### config.mk
export PLATFORM = sky130hd
export DESIGN_NAME = mcu_bus_slave
export DESIGN_NICKNAME = d
export VERILOG_FILES = /design/src/rtl/mcu_slave_pkg.sv /design/src/rtl/mcu_addr_path.sv /design/src/rtl/mcu_strobe_ctl.sv /design/src/rtl/mcu_wait_gen.sv /design/src/rtl/mcu_bus_slave.sv
export SDC_FILE = /design/constraint.sdc
export NUM_CORES = 1
export LEC_CHECK = 0
export ABC_AREA = 1
export CELL_PAD_IN_SITES_DETAIL_PLACEMENT = 1
export CELL_PAD_IN_SITES_GLOBAL_PLACEMENT = 2
export CORE_ASPECT_RATIO = 1.1
export CORE_MARGIN = 8
export CORE_UTILIZATION = 23
export DETAILED_ROUTE_END_ITERATION = 12
export PLACE_DENSITY = 0.83
export SYNTH_ARGS = -nofsm -noshare
export SYNTH_HDL_FRONTEND = slang
export SYNTH_SLANG_ARGS = --single-unit
### constraint.sdc
create_clock -name clk -period 3.4 [get_ports clk]
set_input_delay 0.68 -clock clk [delete_from_list [all_inputs] [get_ports clk]]
set_output_delay 0.68 -clock clk [all_outputs]
set_load 0.01 [all_outputs]
### src/rtl/mcu_slave_pkg.sv
package mcu_slave_pkg;

   typedef enum logic [1:0] {
      BUS_MUX8  = 2'd0,
      BUS_SEP8  = 2'd1,
      BUS_MUX16 = 2'd2,
      BUS_SEP16 = 2'd3
   } bus_style_e;

   // The low address byte travels on the data bus.
   function automatic logic style_is_mux(bus_style_e s);
      return (s == BUS_MUX8) || (s == BUS_MUX16);
   endfunction

   // Styles that stretch reads with the wait line.
   function automatic logic style_has_wait(bus_style_e s);
      return (s == BUS_SEP8) || (s == BUS_SEP16);
   endfunction

endpackage

### src/rtl/mcu_addr_path.sv
module mcu_addr_path
   import mcu_slave_pkg::*;
#(
   parameter int ADDR_W    = 16,
   parameter int DATA_W    = 8,
   parameter int NUM_REGS  = 10,
   parameter int BASE_ADDR = 'h40,
   parameter int IDX_W     = $clog2(NUM_REGS)
) (
   input  logic              clk,
   input  logic              rst_n,
   input  bus_style_e        style,
   input  logic              ale,
   input  logic              cs_n,
   input  logic [ADDR_W-1:0] addr_in,
   input  logic [DATA_W-1:0] bus_in,
   output logic              hit,
   output logic [IDX_W-1:0]  idx
);

   localparam int HI_W = ADDR_W - DATA_W;

   logic [DATA_W-1:0] lo_q;
   logic [ADDR_W-1:0] full_addr;
   logic [ADDR_W-1:0] offset;
   logic              in_window;

   // Low byte follows the data bus while ale is high and holds once it falls.
   always_ff @(posedge clk or negedge rst_n) begin
      if (!rst_n) begin
         lo_q <= '0;
      end else if (ale && style_is_mux(style)) begin
         lo_q <= bus_in;
      end
   end

   always_comb begin
      unique case (style)
         BUS_MUX8:  full_addr = {{HI_W{1'b0}}, lo_q};
         BUS_SEP8:  full_addr = {{HI_W{1'b0}}, addr_in[DATA_W-1:0]};
         BUS_MUX16: full_addr = {addr_in[ADDR_W-1:DATA_W], lo_q};
         default:   full_addr = addr_in;
      endcase
   end

   assign offset    = full_addr - ADDR_W'(BASE_ADDR);
   assign in_window = (full_addr >= ADDR_W'(BASE_ADDR)) &&
                      (offset < ADDR_W'(NUM_REGS));
   assign hit       = !cs_n && in_window;
   assign idx       = hit ? offset[IDX_W-1:0] : '0;

endmodule

### src/rtl/mcu_strobe_ctl.sv
module mcu_strobe_ctl #(
   parameter int DATA_W = 8,
   parameter int IDX_W  = 4
) (
   input  logic              clk,
   input  logic              rst_n,
   input  logic              rd_n,
   input  logic              wr_n,
   input  logic [DATA_W-1:0] bus_in,
   input  logic              hit,
   input  logic [IDX_W-1:0]  idx,
   output logic              rd_pulse,
   output logic              wr_pulse,
   output logic [DATA_W-1:0] wdata,
   output logic [IDX_W-1:0]  widx
);

   logic rd_prev;
   logic wr_prev;
   logic whit;

   // Read: one pulse on the first low sample of the strobe.
   always_ff @(posedge clk or negedge rst_n) begin
      if (!rst_n) begin
         rd_prev  <= 1'b1;
         rd_pulse <= 1'b0;
      end else begin
         rd_prev  <= rd_n;
         rd_pulse <= !rd_n && rd_prev && hit;
      end
   end

   // Write: track bus and target while the strobe is low, commit on its rise.
   always_ff @(posedge clk or negedge rst_n) begin
      if (!rst_n) begin
         wr_prev  <= 1'b1;
         wr_pulse <= 1'b0;
         whit     <= 1'b0;
         wdata    <= '0;
         widx     <= '0;
      end else begin
         wr_prev  <= wr_n;
         wr_pulse <= wr_n && !wr_prev && whit;
         if (!wr_n) begin
            wdata <= bus_in;
            widx  <= idx;
            whit  <= hit;
         end
      end
   end

endmodule

### src/rtl/mcu_wait_gen.sv
module mcu_wait_gen #(
   parameter int WAIT_CYCLES = 3
) (
   input  logic clk,
   input  logic rst_n,
   input  logic enable,
   input  logic cs_n,
   input  logic rd_n,
   output logic wait_o
);

   generate
      if (WAIT_CYCLES == 0) begin : g_no_wait
         assign wait_o = 1'b0;
      end else begin : g_wait
         localparam int CNT_W = (WAIT_CYCLES < 2) ? 1 : $clog2(WAIT_CYCLES);
         localparam logic [CNT_W-1:0] LAST = CNT_W'(WAIT_CYCLES - 1);

         logic [CNT_W-1:0] cnt_q;
         logic             done_q;
         logic             active;

         assign active = enable && !cs_n && !rd_n;
         assign wait_o = active && !done_q;

         always_ff @(posedge clk or negedge rst_n) begin
            if (!rst_n) begin
               cnt_q  <= '0;
               done_q <= 1'b0;
            end else if (cs_n || rd_n) begin
               cnt_q  <= '0;
               done_q <= 1'b0;
            end else if (wait_o) begin
               if (cnt_q == LAST) begin
                  cnt_q  <= '0;
                  done_q <= 1'b1;
               end else begin
                  cnt_q <= cnt_q + 1'b1;
               end
            end
         end
      end
   endgenerate

endmodule

### src/rtl/mcu_bus_slave.sv
module mcu_bus_slave
   import mcu_slave_pkg::*;
#(
   parameter int ADDR_W      = 16,
   parameter int DATA_W      = 8,
   parameter int NUM_REGS    = 10,
   parameter int BASE_ADDR   = 'h40,
   parameter int WAIT_CYCLES = 3,
   parameter int IDX_W       = $clog2(NUM_REGS)
) (
   input  logic              clk,
   input  logic              rst_n,
   input  logic [1:0]        bus_style,
   input  logic              cs_n,
   input  logic              ale,
   input  logic              rd_n,
   input  logic              wr_n,
   input  logic [ADDR_W-1:0] addr_in,
   input  logic [DATA_W-1:0] bus_in,
   output logic [DATA_W-1:0] bus_out,
   output logic              bus_oe,
   output logic              wait_o,
   output logic              reg_rd_en,
   output logic [IDX_W-1:0]  reg_rd_idx,
   input  logic [DATA_W-1:0] reg_rdata,
   output logic              reg_wr_en,
   output logic [IDX_W-1:0]  reg_wr_idx,
   output logic [DATA_W-1:0] reg_wdata
);

   generate
      if (ADDR_W <= DATA_W) begin : g_bad_width
         $error("ADDR_W must exceed DATA_W");
      end
      if (NUM_REGS < 2) begin : g_bad_regs
         $error("NUM_REGS must be at least 2");
      end
      if (BASE_ADDR + NUM_REGS > (1 << DATA_W)) begin : g_bad_base
         $error("register window must be reachable with an 8-bit address");
      end
      if (WAIT_CYCLES < 0) begin : g_bad_wait
         $error("WAIT_CYCLES must not be negative");
      end
   endgenerate

   bus_style_e style;
   logic       hit;

   assign style = bus_style_e'(bus_style);

   mcu_addr_path #(
      .ADDR_W    (ADDR_W),
      .DATA_W    (DATA_W),
      .NUM_REGS  (NUM_REGS),
      .BASE_ADDR (BASE_ADDR),
      .IDX_W     (IDX_W)
   ) u_addr (
      .clk     (clk),
      .rst_n   (rst_n),
      .style   (style),
      .ale     (ale),
      .cs_n    (cs_n),
      .addr_in (addr_in),
      .bus_in  (bus_in),
      .hit     (hit),
      .idx     (reg_rd_idx)
   );

   mcu_strobe_ctl #(
      .DATA_W (DATA_W),
      .IDX_W  (IDX_W)
   ) u_strobe (
      .clk      (clk),
      .rst_n    (rst_n),
      .rd_n     (rd_n),
      .wr_n     (wr_n),
      .bus_in   (bus_in),
      .hit      (hit),
      .idx      (reg_rd_idx),
      .rd_pulse (reg_rd_en),
      .wr_pulse (reg_wr_en),
      .wdata    (reg_wdata),
      .widx     (reg_wr_idx)
   );

   mcu_wait_gen #(
      .WAIT_CYCLES (WAIT_CYCLES)
   ) u_wait (
      .clk    (clk),
      .rst_n  (rst_n),
      .enable (style_has_wait(style)),
      .cs_n   (cs_n),
      .rd_n   (rd_n),
      .wait_o (wait_o)
   );

   // Pad-side drive: no register between strobe and bus.
   assign bus_oe  = !cs_n && !rd_n;
   assign bus_out = (bus_oe && hit) ? reg_rdata : '0;

endmodule

==> summary.md, run 1 <==
| Metric | Value |
|---|---|
| Leakage | `0.001433 µW` |
| Mapped Cells | `207` |
| IO Count | `68` |
| # rows | `31` |
| PwrDens | `292.9 nW/µm²` |
| Final Net Count | `333` |
| Max-cap viol count | `0` |
| Setup WS pre-CTS | `-0.2114 ns` |
| Syn_area_per_cell | `7.423 µm²` |
| CP arrival | `2.49 ns` |
| Die H | `101.7 µm` |
| Die width | `93.93 µm` |
| Synth cell types | `24` |
| Final Skew | `0.005147 ns` |
| Syn_nets | `247` |
| Yosys top cell by area | `dfrtp_1` |
| Total number of vias | `1566` |
| Clock Latency Late Sink | `0.28 ns` |
| CP Capture Type | `primary output` |
| Gr usage total | `0.1025` |
| Final estimated routing congestion in global placement | `0.6915` |
| CTS tree | `built` |
| Synth top area share | `0.4235` |
| Initial DRT Pass Iterations | `4` |
| Drt wl/cell | `12.63 µm` |
| Worst rel slew slack | `0.6837` |
| Share of cells above drive strength 1 | `0.1644` |
| Clk root buf | `clkbuf_8` |
| Htree depth | `1` |
| Remaining global-route overflow | `0` |
| Vias in the first global route | `1718` |
| Total CTS buffers | `3` |
| Clock buffer depth | `2` |
| Drt via density | `4.187` |
| HPWL Detailed | `3.729 mm` |
| Sequential fraction of the synthesis area | `0.4577` |
| Fmax | `315.9 MHz` |
| Routed Antenna Nets | `0` |
| Peak supply drop | `0.0002252 V` |
| Area of the core | `6516 µm²` |
| Cts hold-fix bufs | `0` |
| HP Class | `reg -> reg` |
| Final period utilization | `0.9311` |
| First-pass GRT wire length | `7.893 mm` |
| Ant diodes | `0` |
| Worst-Margin Slew | `0.4733 ns` |
| Worst setup SP type | `primary input` |
| Synthesized flop and latch total | `28` |
| Crit path time final | `3.166 ns` |
| Port Buffers | `67` |
| Die area | `9555 µm²` |
| Final WS setup | `0.2342 ns` |
| Post-route setup TNS | `0 ns` |
| Fillers | `806` |
| Post-Route WL | `4.724 mm` |
| Worst-path clk slew | `0.09 ns` |
| CP max FO | `7` |
| Initial core utilization | `0.2358` |
| WP data required | `2.72 ns` |
| Largest net degree at the start of global routing | `29` |
| Hold Slack | `0.4879 ns` |
| Drt drc | `0` |
| Status | `complete, no violations` |
| Yosys warnings | `0` |
| Final hold viol count | `0` |
| Reg-to-reg slack, setup | `1.86 ns` |
| Post-route non-filler standard cell count | `374` |
| Area grow syn2layout | `64.09%` |
| Clk sinks | `28` |
| Largest cells by area after synthesis | `dfrtp_1 42%, nand2_1 17%, inv_1 7.8%` |
| RSZ-0062 raised after global routing | `false` |
| Final cell utilization of the core | `0.3869` |
| Number of max-slew violations in the final report | `0` |
| DRT iter0 DRCs | `30` |
| Post-placement cell count | `364` |
| Syn Std Cell Area | `1536 µm²` |
| Final Setup Violations | `0` |
| Type of the worst setup path | `in -> out` |
| Initial antenna violation count | `0` |
## per-stage QoR
step                      power, µW  cell area, µm²
after floorplan               453.6            1536
after CTS                     754.1            2441
after global routing          788.5            2521
after global placement        558.4            2396
after detailed placement      561.9            2396
final                         738.4            2521
## per-layer routing
metal  GRT usage  vias up  wire length (µm)
met2      0.1687       43              2210
li1            -      801                 -
met4     0.02930        0                57
met5           0        -                 0
met3     0.02817        4               280
met1      0.1271      718              2175
## final cells by class
class,instances,area [µm²],area share
clock buffer,4,45.04,0.01787
tap,82,102.6,0.04069
inverter,33,126.4,0.05012
sequential,28,703.2,0.2789
multi-input combinational,140,683.2,0.2710
timing repair buffer,87,860.8,0.3414
## power breakdown
group	internal, µW	total [µW]	leakage, µW	switching [µW]
logic	95.4	184	0.00105	88.3
clock network	84.1	185	0.0000228	101
registers	357	369	0.000356	12.5
total	536	738	0.00143	202
## cells in the final DEF, fill, tap and decap left out, types with 2 or more instances in the layout
cell type        count
nand2_1             69
clkdlybuf4s50_1     53
inv_1               32
dfrtp_1             26
o21ai_0             21
buf_4               19
dlymetal6s2s_1      12
nor2_1              11
nor2_2               9
nand2_2              7
nand4_1              7
nand3_1              3
clkbuf_8             3
nor2_4               2
nand3b_1             2
a21oi_1              2
dlygate4sd2_1        2
dfstp_2              2
## cells in the mapped netlist
master    instances
nand2_1          69
inv_1            32
dfrtp_1          26
o21ai_0          21
nor2_1           11
nor2_2           10
nand2_2           7
nand4_1           7
clkbuf_1          3
nand3_1           3
a21oi_1           2
buf_4             2
dfstp_2           2
nand3b_1          2
a31oi_1           1
buf_2             1
inv_2             1
nand2_4           1
nand3_4           1
nor2_4            1
nor2_8            1
nor3_1            1
o21ai_1           1
or2_2             1
## critical path: stages
cell             delay [ns]
clkdlybuf4s50_1        0.43
inv_1                  0.08
nand2_2                0.05
nand2_2                0.07
nand2_2                0.06
nor2_4                 0.11
nand2_1                0.06
nand2_1                0.07
nand2_2                0.08
nor2_8                 0.14
nand3_4                0.12
buf_4                  0.17
buf_4                  0.13
nor2_2                 0.07
dlymetal6s2s_1         0.17
## repair_timing
action	4_1_cts	5_1_grt
buffers inserted	0	6
gates resized for setup	3	13
setup endpoints to repair	12	12
## cells by family (layout without fill, tap and decap cells)
family,after synthesis,count (layout),share of synthesized area
AOI/OAI and AO/OA,25,25,0.08225
buffers and inverters,39,124,0.1010
DFF,28,28,0.4577
and+or+nand+nor,115,115,0.3591
## path summary, 6_finish.rpt
check                      cells after the start                end        startpoint
setup / recovery                              15         bus_out[6]        addr_in[7]
hold reg to reg                                1  u_strobe.wr_pulse  u_strobe.wr_prev
min in group asynchronous                      2  u_strobe.wdata[1]             rst_n
max in group asynchronous                      2   u_strobe.wr_prev             rst_n
hold / removal                                 1  u_strobe.wr_pulse  u_strobe.wr_prev
setup reg to reg                              12      u_strobe.whit    u_addr.lo_q[7]
## flip-flops by register name, indices dropped and copies added (netlist names)
register              cells
u_strobe.wdata            8
u_strobe.widx             4
u_wait.g_wait.cnt_q       2
u_strobe.wr_pulse         1
u_addr.lo_q               8
u_wait.g_wait.done_q      1
u_strobe.rd_prev          1
u_strobe.wr_prev          1
u_strobe.whit             1
u_strobe.rd_pulse         1
(Power assumes the default switching activity.)
==> run 2, diff against run 1 <==
--- a/config.mk
+++ b/config.mk
@@ -9,7 +9,6 @@
 export CELL_PAD_IN_SITES_DETAIL_PLACEMENT = 1
 export CELL_PAD_IN_SITES_GLOBAL_PLACEMENT = 2
 export CORE_ASPECT_RATIO = 1.1
-export CORE_MARGIN = 8
 export CORE_UTILIZATION = 23
 export DETAILED_ROUTE_END_ITERATION = 12
 export PLACE_DENSITY = 0.83
==> run 2 against run 1 <==
  * Sequential power hardly changed
  * Worst setup slack improved by 0.10 ns
  * Maximum frequency is 3.4% higher
  * Combinational power about the same
  * Design area down 0.94%
  * Total power rose by 3.0%
  * Global-route usage grew 2.6 points
  * Core utilization is 0.91 points higher
  * Highest routed layer unchanged
==> summary.md, run 2 (synthesis results as in run 1) <==
| Metric | Value |
|---|---|
| Status | `complete, no violations (unchanged)` |
| Final WS setup | `0.3372 ns (was 0.2342 ns)` |
| Final cell utilization of the core | `0.3960 (was 0.3869)` |
| Reg2reg path depth | `12 (unchanged)` |
| # rows | `30 (was 31)` |
| Worst-path clk slew | `0.09 ns (about the same)` |
| Die H | `87.72 µm (was 101.7 µm)` |
| Worst rel slew slack | `0.6838 (was 0.6837)` |
| Worst stage delay on the critical path | `0.40 ns (was 0.43 ns)` |
| Final Skew | `0.005996 ns (was 0.005147 ns)` |
| Total placed instance area | `2389 µm² (was 2396 µm²)` |
| Drt wl/cell | `11.67 µm (was 12.63 µm)` |
| Clock buffer depth | `2 (unchanged)` |
| Worst setup SP type | `primary input (unchanged)` |
| Clk sinks | `28 (unchanged)` |
| Multi-input gate area | `678.2 µm² (was 683.2 µm²)` |
| Endpoint, Worst Hold | `u_strobe.widx[2] (was u_strobe.wr_pulse)` |
| CP max FO | `7 (unchanged)` |
| HP Class | `reg -> reg (unchanged)` |
| DRT iter0 DRCs | `39 (was 30)` |
| Leakage | `0.001426 µW (was 0.001433 µW)` |
| Clock Latency Late Sink | `0.28 ns (about the same)` |
| Fmax | `326.5 MHz (was 315.9 MHz)` |
| CP Capture Type | `primary output (unchanged)` |
| Type of the worst setup path | `in -> out (unchanged)` |
| Initial DRT Pass Iterations | `4 (unchanged)` |
| Htree depth | `1 (unchanged)` |
| Slowest CP cell | `clkdlybuf4s50_1 (unchanged)` |
| Largest regs | `u_addr.lo_q x8, u_strobe.wdata x8, u_strobe.widx x4 (unchanged)` |
| PwrDens | `304.4 nW/µm² (was 292.9 nW/µm²)` |
| Commonest non-fill, non-tap cell in the layout | `nand2_1 (unchanged)` |
| Hold wc startpoint | `u_strobe.widx[2] (was u_strobe.wr_prev)` |
| Total CTS buffers | `3 (unchanged)` |
| R2R Path End | `u_strobe.whit (unchanged)` |
| Crit-path most repeated cell | `nand2_1 (was nand2_2)` |
| Initial core utilization | `0.2437 (was 0.2358)` |
| First-pass GRT wire length | `6.989 mm (was 7.893 mm)` |
| Drt via density | `4.200 (was 4.187)` |
| FF-to-FF Start | `u_addr.lo_q[7] (unchanged)` |
| Most frequent cells in the layout | `69 x nand2_1, 53 x clkdlybuf4s50_1, 32 x inv_1 (unchanged)` |
| Area of the core | `6306 µm² (was 6516 µm²)` |
| Setup WS pre-CTS | `-0.1879 ns (was -0.2114 ns)` |
| Gr usage total | `0.1281 (was 0.1025)` |
| Final Net Count | `331 (was 333)` |
| CP arrival | `2.38 ns (was 2.49 ns)` |
| Largest net degree at the start of global routing | `29 (unchanged)` |
| Drt drc | `0 (unchanged)` |
| Final instance area | `2497 µm² (was 2521 µm²)` |
| Reg-to-reg slack, setup | `1.86 ns (about the same)` |
| WP data required | `2.72 ns (about the same)` |
| Final hold viol count | `0 (unchanged)` |
| Port Buffers | `67 (unchanged)` |
| Peak supply drop | `0.0001443 V (was 0.0002252 V)` |
| Remaining global-route overflow | `0 (unchanged)` |
| Post-route non-filler standard cell count | `370 (was 374)` |
| Share of cells above drive strength 1 | `0.1621 (was 0.1644)` |
| Register area | `703.2 µm² (unchanged)` |
| RSZ-0062 raised after global routing | `false (unchanged)` |
| Fillers | `785 (was 806)` |
| HPWL Detailed | `3.364 mm (was 3.729 mm)` |
| Routed Antenna Nets | `0 (unchanged)` |
| Number of max-slew violations in the final report | `0 (unchanged)` |
| IO Count | `68 (unchanged)` |
| CTS tree | `built (unchanged)` |
| Crit path time final | `3.063 ns (was 3.166 ns)` |
| Total number of vias | `1554 (was 1566)` |
| Clk root buf | `clkbuf_8 (unchanged)` |
| Hold Path Depth | `2 (was 1)` |
| Vias in the first global route | `1586 (was 1718)` |
| Max-cap viol count | `0 (unchanged)` |
| Total power | `760.3 µW (was 738.4 µW)` |
| Die width | `79.93 µm (was 93.93 µm)` |
| Die area | `7011 µm² (was 9555 µm²)` |
| Final Setup Violations | `0 (unchanged)` |
| Ant diodes | `0 (unchanged)` |
| CP cell instances | `clkdlybuf4s50_1 > nand2_1 > nand2_1 > nor2_2 > nand2_1 > nand2_1 > nand2_2 > nor2_8 > nand3_4 > buf_4 > nor2_2 > dlymetal6s2s_1 (was clkdlybuf4s50_1 > inv_1 > nand2_2 > nand2_2 > nand2_2 > nor2_4 > nand2_1 > nand2_1 > nand2_2 > nor2_8 > nand3_4 > buf_4 > buf_4 > nor2_2 > dlymetal6s2s_1)` |
| Initial antenna violation count | `0 (unchanged)` |
| Post-Route WL | `4.317 mm (was 4.724 mm)` |
| Area grow syn2layout | `62.54% (was 64.09%)` |
| Final estimated routing congestion in global placement | `0.7056 (was 0.6915)` |
| Worst-Margin Slew | `0.4731 ns (was 0.4733 ns)` |
| Final period utilization | `0.9008 (was 0.9311)` |
| Cts hold-fix bufs | `0 (unchanged)` |
| Post-placement cell count | `363 (was 364)` |
[run 2: cell count changes in the layout (fill, tap and decap cells not counted), sizes merged]
cell           previous run  this run
clkdlybuf4s15             0         1
buf                      20        18
dlygate4sd2               2         1
[run 2: cell type report]
| cell class | instances | share of cell area |
|---|---|---|
| timing repair buffer | 85 | 0.3342 |
| sequential | 28 | 0.2816 |
| multi-input combinational | 140 | 0.2715 |
| inverter | 33 | 0.05060 |
| tap | 80 | 0.04008 |
| clock buffer | 4 | 0.02204 |
[run 2: through the flow]
stage	hold WS [ns]	setup TNS [ns]
after global placement	0.4691	-1.650
after detailed placement	0.4696	-2.098
final	0.4899	0
after floorplan	0.3844	0
after global routing	0.5137	0
after CTS	0.4946	0
[run 2: worst max path at each step]
stage	from	endpoint	depth (start not counted)
2_1_floorplan	bus_style[1]	bus_out[0]	10
3_3_place_gp	bus_style[0]	bus_out[4]	13
3_5_place_dp	bus_style[0]	bus_out[6]	13
4_1_cts	bus_style[0]	reg_rd_idx[3]	13
5_1_grt	addr_in[7]	bus_out[7]	14
6_report	addr_in[11]	bus_out[7]	12
[run 2: where the power goes]
group	internal [µW]	total (µW)	switching, µW
clock	104	209	105
sequential	357	369	12.6
combinational	94.2	182	87.3
total	555	760	205
[run 2: what timing repair did]
action | CTS | global route
gates resized for setup | 3 | 13
endpoints found under the hold margin | 0 | 0
setup endpoints to repair | 12 | 12
buffers inserted | 0 | 3
[run 2: metal layers]
layer  share of wire  global-route usage  routed length (µm)
met5               0                   0                   0
met1            0.45              0.1601                1944
met2            0.47              0.2207                2034
met3           0.064             0.02500                 277
met4           0.014             0.04383                  60
[run 2: worst max-delay path, delay by kind of cell]
family	cells	cell delay, ns
buffers and inverters	3	0.74
AND/OR/NAND/NOR	9	0.96
